--- config.mk ---
export PLATFORM = sky130hd
export DESIGN_NAME = rowhit_sched
export DESIGN_NICKNAME = d
export VERILOG_FILES = /design/src/rtl/rhs_pkg.sv /design/src/rtl/rhs_pick.sv /design/src/rtl/rhs_bank.sv /design/src/rtl/rowhit_sched.sv
export SDC_FILE = /design/constraint.sdc
export NUM_CORES = 1
export LEC_CHECK = 0
export BUFFER_PORTS_ARGS = -buffer_cell sky130_fd_sc_hd__buf_4
export CAP_MARGIN = 20
export CORE_ASPECT_RATIO = 1.4
export CORE_MARGIN = 2
export CORE_UTILIZATION = 35
export CTS_CLUSTER_DIAMETER = 40
export DETAILED_ROUTE_END_ITERATION = 10
export GPL_TIMING_DRIVEN = 0
export HOLD_SLACK_MARGIN = 0.02
export PLACE_DENSITY = 0.51
export SYNTH_ARGS = -nofsm -noshare
export SYNTH_HDL_FRONTEND = slang
export SYNTH_SLANG_ARGS = --single-unit
export TNS_END_PERCENT = 50
--- constraint.sdc ---
create_clock -name clk -period 38 [get_ports clk]
set_input_delay 3.8 -clock clk [delete_from_list [all_inputs] [get_ports clk]]
set_output_delay 3.8 -clock clk [all_outputs]
set_load 0.01 [all_outputs]
--- src/rtl/rhs_pkg.sv ---
package rhs_pkg;
   typedef enum logic [1:0] {
      KIND_HIT      = 2'd0,
      KIND_EMPTY    = 2'd1,
      KIND_CONFLICT = 2'd2
   } acc_kind_e;
endpackage

--- src/rtl/rhs_pick.sv ---
module rhs_pick #(
   parameter int N     = 8,
   parameter int AGE_W = 8,
   localparam int IDX_W = (N > 1) ? $clog2(N) : 1
) (
   input  logic [N-1:0]       vld,
   input  logic [N-1:0]       hit,
   input  logic [N*AGE_W-1:0] ages,
   output logic               any,
   output logic [IDX_W-1:0]   idx
);
   logic             best_hit;
   logic [AGE_W-1:0] best_age;

   always_comb begin
      any      = 1'b0;
      idx      = '0;
      best_hit = 1'b0;
      best_age = '0;
      for (int i = 0; i < N; i++) begin
         if (vld[i] && (!any || (hit[i] && !best_hit) ||
             (hit[i] == best_hit && ages[i*AGE_W +: AGE_W] > best_age))) begin
            any      = 1'b1;
            idx      = IDX_W'(i);
            best_hit = hit[i];
            best_age = ages[i*AGE_W +: AGE_W];
         end
      end
   end
endmodule

--- src/rtl/rhs_bank.sv ---
module rhs_bank
   import rhs_pkg::*;
#(
   parameter int ROW_W        = 14,
   parameter int LAT_HIT      = 4,
   parameter int LAT_EMPTY    = 8,
   parameter int LAT_CONFLICT = 12,
   localparam int CNT_W = $clog2(LAT_CONFLICT + 1)
) (
   input  logic             clk,
   input  logic             rst_n,
   input  logic             issue,
   input  logic [ROW_W-1:0] issue_row,
   output logic             can_issue,
   output logic             done,
   output logic             open_vld,
   output logic [ROW_W-1:0] open_row,
   output acc_kind_e        issue_kind
);
   generate
      if (LAT_HIT < 2 || LAT_EMPTY <= LAT_HIT || LAT_CONFLICT <= LAT_EMPTY) begin : g_bad_lat
         $error("latencies must satisfy 2 <= hit < empty < conflict");
      end
   endgenerate

   logic             busy;
   logic [CNT_W-1:0] cnt;
   logic [CNT_W-1:0] lat_sel;

   always_comb begin
      if (!open_vld)                  issue_kind = KIND_EMPTY;
      else if (issue_row == open_row) issue_kind = KIND_HIT;
      else                            issue_kind = KIND_CONFLICT;
      case (issue_kind)
         KIND_HIT:   lat_sel = CNT_W'(LAT_HIT - 1);
         KIND_EMPTY: lat_sel = CNT_W'(LAT_EMPTY - 1);
         default:    lat_sel = CNT_W'(LAT_CONFLICT - 1);
      endcase
   end

   assign done      = busy && (cnt == '0);
   assign can_issue = !busy || done;

   always_ff @(posedge clk) begin
      if (!rst_n) begin
         busy     <= 1'b0;
         cnt      <= '0;
         open_vld <= 1'b0;
         open_row <= '0;
      end else if (issue) begin
         busy     <= 1'b1;
         cnt      <= lat_sel;
         open_vld <= 1'b1;
         open_row <= issue_row;
      end else if (busy) begin
         if (cnt == '0) busy <= 1'b0;
         else           cnt  <= cnt - 1'b1;
      end
   end


   open_row_chk: assert property (@(posedge clk) disable iff (!rst_n)
      issue |=> open_vld && open_row == $past(issue_row));

   rsp_pulse_chk: assert property (@(posedge clk) disable iff (!rst_n)
      done |=> !done);

   one_inflight_chk: assert property (@(posedge clk) disable iff (!rst_n)
      (busy && !done) |-> !issue);
endmodule

--- src/rtl/rowhit_sched.sv ---
module rowhit_sched
   import rhs_pkg::*;
#(
   parameter int DEPTH        = 8,
   parameter int ROW_W        = 14,
   parameter int COL_W        = 7,
   parameter int TID_W        = 2,
   parameter int AGE_W        = 8,
   parameter int LAT_HIT      = 4,
   parameter int LAT_EMPTY    = 8,
   parameter int LAT_CONFLICT = 12
) (
   input  logic             clk,
   input  logic             rst_n,
   input  logic             req_valid,
   output logic             req_ready,
   input  logic [ROW_W-1:0] req_row,
   input  logic [COL_W-1:0] req_col,
   input  logic [TID_W-1:0] req_tid,
   output logic             rsp_valid,
   output logic [TID_W-1:0] rsp_tid,
   output logic [ROW_W-1:0] rsp_row,
   output logic [COL_W-1:0] rsp_col,
   output logic [1:0]       rsp_kind
);
   localparam int IDX_W = (DEPTH > 1) ? $clog2(DEPTH) : 1;
   localparam logic [AGE_W-1:0] AGE_MAX = '1;

   generate
      if (DEPTH < 2 || AGE_W < 2) begin : g_bad_cfg
         $error("DEPTH and AGE_W must be at least 2");
      end
   endgenerate

   logic [DEPTH-1:0]       ent_vld, ent_hit;
   logic [ROW_W-1:0]       ent_row [DEPTH];
   logic [COL_W-1:0]       ent_col [DEPTH];
   logic [TID_W-1:0]       ent_tid [DEPTH];
   logic [DEPTH*AGE_W-1:0] ent_age;

   logic             accept, issue, pick_any, can_issue, done, open_vld;
   logic [IDX_W-1:0] alloc_idx, pick_idx;
   logic [ROW_W-1:0] open_row;
   acc_kind_e        issue_kind;

   assign req_ready = !(&ent_vld);
   assign accept    = req_valid && req_ready;
   assign issue     = pick_any && can_issue;

   always_comb begin
      alloc_idx = '0;
      for (int i = DEPTH - 1; i >= 0; i--)
         if (!ent_vld[i]) alloc_idx = IDX_W'(i);
   end

   generate
      for (genvar g = 0; g < DEPTH; g++) begin : g_ent
         assign ent_hit[g] = open_vld && (ent_row[g] == open_row);
         always_ff @(posedge clk) begin
            if (!rst_n) begin
               ent_vld[g] <= 1'b0;
               ent_row[g] <= '0;
               ent_col[g] <= '0;
               ent_tid[g] <= '0;
               ent_age[g*AGE_W +: AGE_W] <= '0;
            end else if (accept && alloc_idx == IDX_W'(g)) begin
               ent_vld[g] <= 1'b1;
               ent_row[g] <= req_row;
               ent_col[g] <= req_col;
               ent_tid[g] <= req_tid;
               ent_age[g*AGE_W +: AGE_W] <= '0;
            end else if (issue && pick_idx == IDX_W'(g)) begin
               ent_vld[g] <= 1'b0;
            end else if (ent_vld[g] && ent_age[g*AGE_W +: AGE_W] != AGE_MAX) begin
               ent_age[g*AGE_W +: AGE_W] <= ent_age[g*AGE_W +: AGE_W] + 1'b1;
            end
         end
      end
   endgenerate

   rhs_pick #(.N(DEPTH), .AGE_W(AGE_W)) u_pick (
      .vld  (ent_vld),
      .hit  (ent_hit),
      .ages (ent_age),
      .any  (pick_any),
      .idx  (pick_idx)
   );

   rhs_bank #(
      .ROW_W(ROW_W), .LAT_HIT(LAT_HIT),
      .LAT_EMPTY(LAT_EMPTY), .LAT_CONFLICT(LAT_CONFLICT)
   ) u_bank (
      .clk        (clk),
      .rst_n      (rst_n),
      .issue      (issue),
      .issue_row  (ent_row[pick_idx]),
      .can_issue  (can_issue),
      .done       (done),
      .open_vld   (open_vld),
      .open_row   (open_row),
      .issue_kind (issue_kind)
   );

   always_ff @(posedge clk) begin
      if (!rst_n) begin
         rsp_tid  <= '0;
         rsp_row  <= '0;
         rsp_col  <= '0;
         rsp_kind <= '0;
      end else if (issue) begin
         rsp_tid  <= ent_tid[pick_idx];
         rsp_row  <= ent_row[pick_idx];
         rsp_col  <= ent_col[pick_idx];
         rsp_kind <= issue_kind;
      end
   end
   assign rsp_valid = done;


   hit_first_chk: assert property (@(posedge clk) disable iff (!rst_n)
      (issue && (|(ent_hit & ent_vld))) |-> ent_hit[pick_idx]);

   accept_store_chk: assert property (@(posedge clk) disable iff (!rst_n)
      accept |=> ent_vld != '0);

   rsp_hold_chk: assert property (@(posedge clk) disable iff (!rst_n)
      !issue |=> $stable(rsp_row) && $stable(rsp_col) && $stable(rsp_kind));

   first_empty_chk: assert property (@(posedge clk) disable iff (!rst_n)
      (issue && !open_vld) |-> issue_kind == KIND_EMPTY);
endmodule

==> results of run 1 <==
-- critical path, delay by kind of cell, from the launching register on --
kind | cells | cell delay (ns)
AOI/OAI and AO/OA | 22 | 4.90
xor gates and xnor gates | 2 | 0.49
buffers and inverters | 15 | 6.48
and+or+nand+nor | 18 | 4.68
adders and majority gates | 7 | 2.20
DFF | 1 | 0.39
muxes | 3 | 1.26
-- power groups by stage --
stage | registers (W) | logic (W) | clock network (W)
finish | 0.000366 | 0.000173 | 0.000401
global route | 0.000367 | 0.000184 | 0.000419
CTS | 0.000365 | 0.000172 | 0.000407
detailed placement | 0.000372 | 0.000171 | 0
global placement | 0.000373 | 0.000167 | 0
floorplan | 0.000369 | 0.000102 | 0
-- logic make-up (layout without fill, tap and decap cells) --
| kind of cell | after synthesis | after routing | synth area share (%) |
|---|---|---|---|
| other cells | 0 | 1 | 0 |
| simple gates | 752 | 752 | 22.8 |
| buf+inv | 137 | 276 | 3.35 |
| flops | 287 | 287 | 45.7 |
| xor+xnor | 164 | 164 | 8.65 |
| fa+ha+maj | 72 | 72 | 5.43 |
| mux | 52 | 52 | 3.35 |
| compound gates | 261 | 261 | 10.7 |
-- how the worst max path moves through the flow --
stage                            startpoint                          to  slack, ns  depth (start not counted)
floorplan           rsp_row[5]$_SDFFE_PN0P_    rsp_kind[1]$_SDFFE_PN0P_      23.15                         66
global placement    rsp_row[9]$_SDFFE_PN0P_  u_bank.cnt[3]$_SDFFE_PN0P_      17.70                         67
detailed placement  rsp_row[8]$_SDFFE_PN0P_    rsp_kind[1]$_SDFFE_PN0P_      17.59                         66
CTS                 rsp_row[9]$_SDFFE_PN0P_    rsp_kind[1]$_SDFFE_PN0P_      17.55                         67
global route        rsp_row[9]$_SDFFE_PN0P_    rsp_kind[1]$_SDFFE_PN0P_      16.33                         67
finish              rsp_row[9]$_SDFFE_PN0P_    rsp_kind[1]$_SDFFE_PN0P_      17.38                         67
-- placed cells by master, fill, tap and decap left out, types with 12 or more instances in the layout --
cell type,instances
ha_1,72
and2_1,188
nand4_1,60
nor2_1,161
buf_2,15
nand2_1,160
edfxtp_1,184
nand3_1,81
clkbuf_16,43
clkbuf_1,57
a21o_1,18
mux2i_1,32
o2111ai_1,12
dfxtp_1,103
or3_1,19
buf_4,55
buf_1,13
a211oi_1,16
xor2_1,35
nor3_1,42
xnor2_1,129
o21ai_0,45
a21oi_1,62
inv_1,45
mux2_2,19
-- flip-flops by register name (all words and copies together) (netlist names) --
| signal | flops |
|---|---|
| u_bank.busy | 1 |
| ent_vld | 8 |
| u_bank.cnt | 4 |
| ent_age | 64 |
| rsp_row | 14 |
| ent_col | 56 |
| ent_tid | 16 |
| ent_row | 112 |
| rsp_tid | 2 |
| rsp_col | 7 |
| u_bank.open_vld | 1 |
| rsp_kind | 2 |
-- area by class of cell --
type                            count  area (µm²)
Fill cell                        4550       27500
Antenna cell                        1        2.50
Timing Repair Buffer               60         563
Buffer                             90         380
Multi-Input combinational cell   1301        8540
Sequential cell                   287        7590
Inverter                           47         176
Clock buffer                       48        1130
Clock inverter                     31         303
Tap cell                          624         781
-- routing by layer --
metal	routed length, µm	vias up	part of all wire [%]	track usage, %
met1	23100	6600	40	27.4
met5	0	-	0	0
li1	-	6380	-	-
met4	3030	0	5.2	11.8
met3	2530	153	4.4	2.79
met2	29300	482	51	42.7
-- metrics by stage --
stage          util [%]  hold WS (ns)  cells
3_3_place_gp       37.9         0.484   2400
6_report           41.5         0.502   2489
5_1_grt            41.5         0.536   2488
3_5_place_dp       38.4         0.486   2409
2_1_floorplan         -         0.461   1725
4_1_cts            41.5         0.497   2488
==> summary.md, run 1 <==
| Metric | Value |
|---|---|
| Outcome | `finished clean` |
| Sink Count | `approximately 290` |
| Clock power frac | `42.7%` |
| Final period utilization | `roughly 54%` |
| GPL Wtd Cong | `0.988` |
| TritonCTS clock tree | `done` |
| Hold Path Origin | `u_bank.cnt[0]$_SDFFE_PN0P_` |
| Post-layout net count | `slightly below 2,000` |
| Internal power | `0.000659 W` |
| Height of the die | `262 µm` |
| Avg Synthesized Cell Area | `9.62 µm²` |
| Max Cap Viol | `0` |
| Worst slew pin tran | `about 1.2 ns` |
| Area leader, netlist | `edfxtp_1` |
| Initial antenna violation count | `2` |
| Post-synth top cells | `188 x and2_1, 184 x edfxtp_1, 161 x nor2_1` |
| CTS Buffer Depth | `3` |
| Worst path slowest cell | `nor2_1` |
| Routed Antenna Nets | `0` |
| Sum of routed wire length over all layers | `57,900 µm` |
| End of the worst register-to-register path | `rsp_kind[1]$_SDFFE_PN0P_` |
| Cells after synthesis | `around 1,700` |
| Switching share of power | `29.9%` |
| Pwr dens | `48.3 nW/µm²` |
| Most used DFF post-synth | `edfxtp_1` |
| R2R Path Start | `rsp_row[9]$_SDFFE_PN0P_` |
| P_sw | `0.000281 W` |
| Total power draw | `0.000940 W` |
| Leak | `7.33 nW` |
| Drt pass-1 iters | `5` |
| FF+latch count, synth | `287` |
| Full die area | `49,200 µm²` |
| Area share of the largest cell type after synthesis | `about a third` |
| Final hold violation count | `0` |
| Final Setup Violations | `0` |
| Unique cell type count in the Yosys netlist | `77` |
| H-tree depth | `2` |
| Clk_lat worst skew | `0.56 ns` |
| CP dominant cell by count | `clkbuf_1` |
| Warnings, synthesis | `0` |
| VDD IR max | `~0.036 mV` |
| Cell with the most instances after synthesis | `and2_1` |
| Num rows | `94` |
| Vias in the first global route | `13,500` |
| Setup TNS | `0 ns` |
| Hold path depth | `1` |
| Largest net degree at the start of global routing | `24` |
| Initial Util | `35.4%` |
| WS Path Type | `reg -> reg` |
| Slew margin rel. | `16.1%` |
| Final max-slew violation count | `0` |
| TritonCTS buffer count | `43` |
| Initial DRC Count | `slightly above 1,000` |
| CP Max Fanout | `10` |
| First-pass GRT wire length | `86,100 µm` |
| Ports | `53` |
| Worst slack, placed | `17.59 ns` |
| Hpwl dp | `43,200 µm` |
| Max incr delay on CP | `0.81 ns` |
| Setup repair bufs after CTS | `0` |
| DRC | `0` |
| Post-Layout Inst Area | `19,500 µm²` |
| Synthesized cell area | `16,600 µm²` |
| Reg2reg path depth | `67` |
| Post-route worst setup slack | `17.38 ns` |
| Gr ovfl total | `0` |
| All-layer global routing usage | `23.5%` |
| CTS root buf | `clkbuf_16` |
| Reg2Reg Setup Slack | `17.38 ns` |
| EDFF count, synth | `~180` |
| Comb power frac | `18.4%` |
| Wirelength per Cell | `23.3 µm` |
| Sequential share of the synthesized area | `a little under half` |
| Area contributors post-synth | `edfxtp_1 33%, dfxtp_1 12%, and2_1 7.1%` |
| Die Width | `188 µm` |
| Core Footprint | `46,900 µm²` |
| Worst setup EP type | `flip-flop` |
| Number of vias per cell | `5.47` |
| Async set or reset register ratio after synthesis | `0%` |
| Vias | `13,600` |
| Post-route minimum period | `20.62 ns` |
| Arr. time, crit path | `21.05 ns` |
| Share of layout cells above drive strength 1 | `10.8%` |
| Sequential power share | `between 30% and 40%` |
| Area grow syn2layout | `17.3%` |
| Reg clk slew, reported paths | `about 0.060 ns` |
| Cts-stage hold buffer count | `0` |
| Number of buffers added on ports | `51` |
| Post-synth net total | `~1,800` |
| Worst hold path endpoint | `u_bank.cnt[0]$_SDFFE_PN0P_` |
| Req. time, crit path | `38.42 ns` |
| PostCTS Resize Cnt | `0` |
| Layout Skew | `between 0.015 and 0.02 ns` |
| RSZ-0062 raised after global routing | `false` |
| Maximum clock rate | `0.0485 GHz` |
| Crit start category | `flip-flop` |
| Min-delay worst type | `reg -> reg` |
| Placed cell area | `18,000 µm²` |
Power figures use the tool's default switching activity.
==> inputs of run 2 (changes only) <==
==> constraint.sdc (replaced) <==
create_clock -name clk -period 19.36 [get_ports clk]
set_input_delay 1.936 -clock clk [delete_from_list [all_inputs] [get_ports clk]]
set_output_delay 1.936 -clock clk [all_outputs]
set_load 0.01 [all_outputs]
==> run 2 against run 1 <==
Compared with the run above:
- final cell count decreased by 0.20%
- via count decreased by 0.51%
- clock-buffer cell count unchanged
- sequential share of layout area decreased by 0.086 points
- largest cell class unchanged
- critical path type unchanged
- highest routed layer unchanged
- clock skew decreased by 0.0026 ns
- critical path depth unchanged
- total power increased by 97%
- critical endpoint unchanged
- hold slack improved by 0.0044 ns
- worst setup slack got worse by 16 ns
==> summary.md, run 2 (synthesis results as in run 1) <==
| Metric | Value |
|---|---|
| Clk_lat worst skew | `0.56 ns (about the same)` |
| All-layer global routing usage | `23.5% (about the same)` |
| Initial Util | `35.4% (unchanged)` |
| Post-layout net count | `1,923 (-0.26%)` |
| Worst path slowest cell | `clkbuf_1` |
| VDD IR max | `0.0704 mV (+97%)` |
| Outcome | `finished clean` |
| Wirelength per Cell | `23.3 µm (+0.16%)` |
| FF/Latch Area | `7590 µm² (about the same)` |
| Routed Antenna Nets | `0 (unchanged)` |
| Pwr dens | `94.7 nW/µm² (+96%)` |
| Setup repair bufs after CTS | `0 (unchanged)` |
| Worst setup EP type | `flip-flop` |
| Ports | `53 (unchanged)` |
| Post-route minimum period | `18.17 ns (-2.46 ns)` |
| Multi-input gate area | `8580 µm² (+0.53%)` |
| Biggest regs | `ent_row (112), ent_age (64), ent_col (56)` |
| DRC | `0 (unchanged)` |
| Drt pass-1 iters | `5 (unchanged)` |
| Most common cell after layout, fill and taps aside | `and2_1` |
| Hold path depth | `2 (+1)` |
| Initial antenna violation count | `2 (unchanged)` |
| Max incr delay on CP | `0.66 ns (-0.15 ns)` |
| Vias | `13,500 (-0.51%)` |
| Most flops, register | `ent_row` |
| Number of buffers added on ports | `51 (unchanged)` |
| Number of vias per cell | `5.45 (-0.31%)` |
| Height of the die | `262 µm (unchanged)` |
| CTS Buffer Depth | `3 (unchanged)` |
| Hold_ws | `0.507 ns (+0.00438 ns)` |
| Core Footprint | `46,900 µm² (unchanged)` |
| Largest net degree at the start of global routing | `24 (unchanged)` |
| Min-delay worst type | `reg -> reg` |
| RSZ-0062 raised after global routing | `false` |
| CTS root buf | `clkbuf_16` |
| First-pass GRT wire length | `86,100 µm (about the same)` |
| TritonCTS buffer count | `43 (unchanged)` |
| WS Path Type | `reg -> reg` |
| Layout Skew | `0.0129 ns (-0.00260 ns)` |
| Finished Core Util | `41.6% (+0.099 points)` |
| Layout fillers | `4,545 (-0.11%)` |
| Vias in the first global route | `13,500 (+0.12%)` |
| Sum of routed wire length over all layers | `57,900 µm (about the same)` |
| Area grow syn2layout | `17.5%` |
| Full die area | `49,200 µm² (unchanged)` |
| Worst slew pin tran | `1.26 ns (+0.0142 ns)` |
| CP dominant cell by count | `ha_1` |
| Slew margin rel. | `15.1% (-0.95 points)` |
| Gr ovfl total | `0 (unchanged)` |
| CP Max Fanout | `16 (+6)` |
| Maximum clock rate | `0.0550 GHz (+14%)` |
| Max Cap Viol | `0 (unchanged)` |
| Worst slack, placed | `-1.05 ns (-18.64 ns)` |
| Die Width | `188 µm (unchanged)` |
| Arr. time, crit path | `18.59 ns (-2.46 ns)` |
| TritonCTS clock tree | `done` |
| Most frequent cells in the layout | `188 x and2_1, 184 x edfxtp_1, 160 x nand2_1, 160 x nor2_1, 128 x xnor2_1` |
| Largest register FFs | `112 (unchanged)` |
| Setup TNS | `0 ns (unchanged)` |
| Reg clk slew, reported paths | `0.05 ns (about the same)` |
| GPL Wtd Cong | `0.988 (unchanged)` |
| H-tree depth | `2 (unchanged)` |
| Crit start category | `flip-flop` |
| Reg2reg path depth | `67 (unchanged)` |
| Final hold violation count | `0 (unchanged)` |
| Sink Count | `287 (unchanged)` |
| Final period utilization | `93.8% (+40 points)` |
| Req. time, crit path | `19.78 ns (-18.64 ns)` |
| Share of layout cells above drive strength 1 | `12.1% (+1.3 points)` |
| Final max-slew violation count | `0 (unchanged)` |
| Leak | `7.37 nW (+0.64%)` |
| Num rows | `94 (unchanged)` |
| Final Setup Violations | `0 (unchanged)` |
| Post-route worst setup slack | `1.19 ns (-16.18 ns)` |
| Cts-stage hold buffer count | `0 (unchanged)` |
| Initial DRC Count | `1,117 (+10%)` |
| Hpwl dp | `43,200 µm (unchanged)` |
run 2: changes by cell type in the layout (fill, tap and decap cells not counted), moves of 2 or more:
| cell | change |
|---|---|
| clkbuf_2 | +14 |
| buf_1 | -5 |
| nor2_4 | +2 |
| clkbuf_1 | -15 |
run 2: critical path: cells and delay by family, from the launching register on:
| family | cells | cell delay (ns) |
|---|---|---|
| muxes | 3 | 1.21 |
| DFF | 1 | 0.31 |
| xor gates and xnor gates | 2 | 0.56 |
| adders and majority gates | 7 | 2.10 |
| and+or+nand+nor | 18 | 3.66 |
| AOI/OAI and AO/OA | 22 | 5.02 |
| buffers and inverters | 15 | 5.08 |
run 2: report_power, final:
part / leakage [nW] / internal (W) / switching, W
Clock: 0.713 / 0.000480 / 0.000309
Combinational: 3.91 / 0.000125 / 0.000210
Sequential: 2.75 / 0.000688 / 0.0000352
run 2: final cells by class:
type	count	share of cell area, %
Clock inverter	31	1.55
Clock buffer	48	5.82
Timing Repair Buffer	60	2.89
Inverter	47	0.904
Buffer	85	1.95
Antenna cell	1	0.0128
Multi-Input combinational cell	1301	44.0
Tap cell	624	4.00
Sequential cell	287	38.9
run 2: final timing paths:
check                                  end  slack [ns]                      from
setup / recovery  rsp_kind[1]$_SDFFE_PN0P_        1.19   rsp_row[5]$_SDFFE_PN0P_
hold / removal    ent_age[21]$_SDFFE_PP0P_        0.51  ent_age[21]$_SDFFE_PP0P_
setup reg to reg  rsp_kind[1]$_SDFFE_PN0P_        1.19   rsp_row[5]$_SDFFE_PN0P_
hold reg to reg   ent_age[21]$_SDFFE_PP0P_        0.51  ent_age[21]$_SDFFE_PP0P_
run 2: timing repair:
action                     CTS  global route
setup endpoints to repair   75            84
gates resized for setup      9            27
pin swaps                    0             0
cloned                       0             0
run 2: per-stage QoR:
| step | area (µm²) | cells | total power, W |
|---|---|---|---|
| after floorplan | 16600 | 1725 | 0.000923 |
| after global placement | 17800 | 2400 | 0.00106 |
| after detailed placement | 18000 | 2409 | 0.00107 |
| after CTS | 19500 | 2487 | 0.00185 |
| after global routing | 19500 | 2483 | 0.00191 |
| final | 19500 | 2484 | 0.00185 |
run 2: per-layer routing:
metal	track usage (%)	share of wire [%]
met1	27.4	40
met2	42.9	51
met3	2.75	4.7
met4	11.6	5.2
met5	0	0
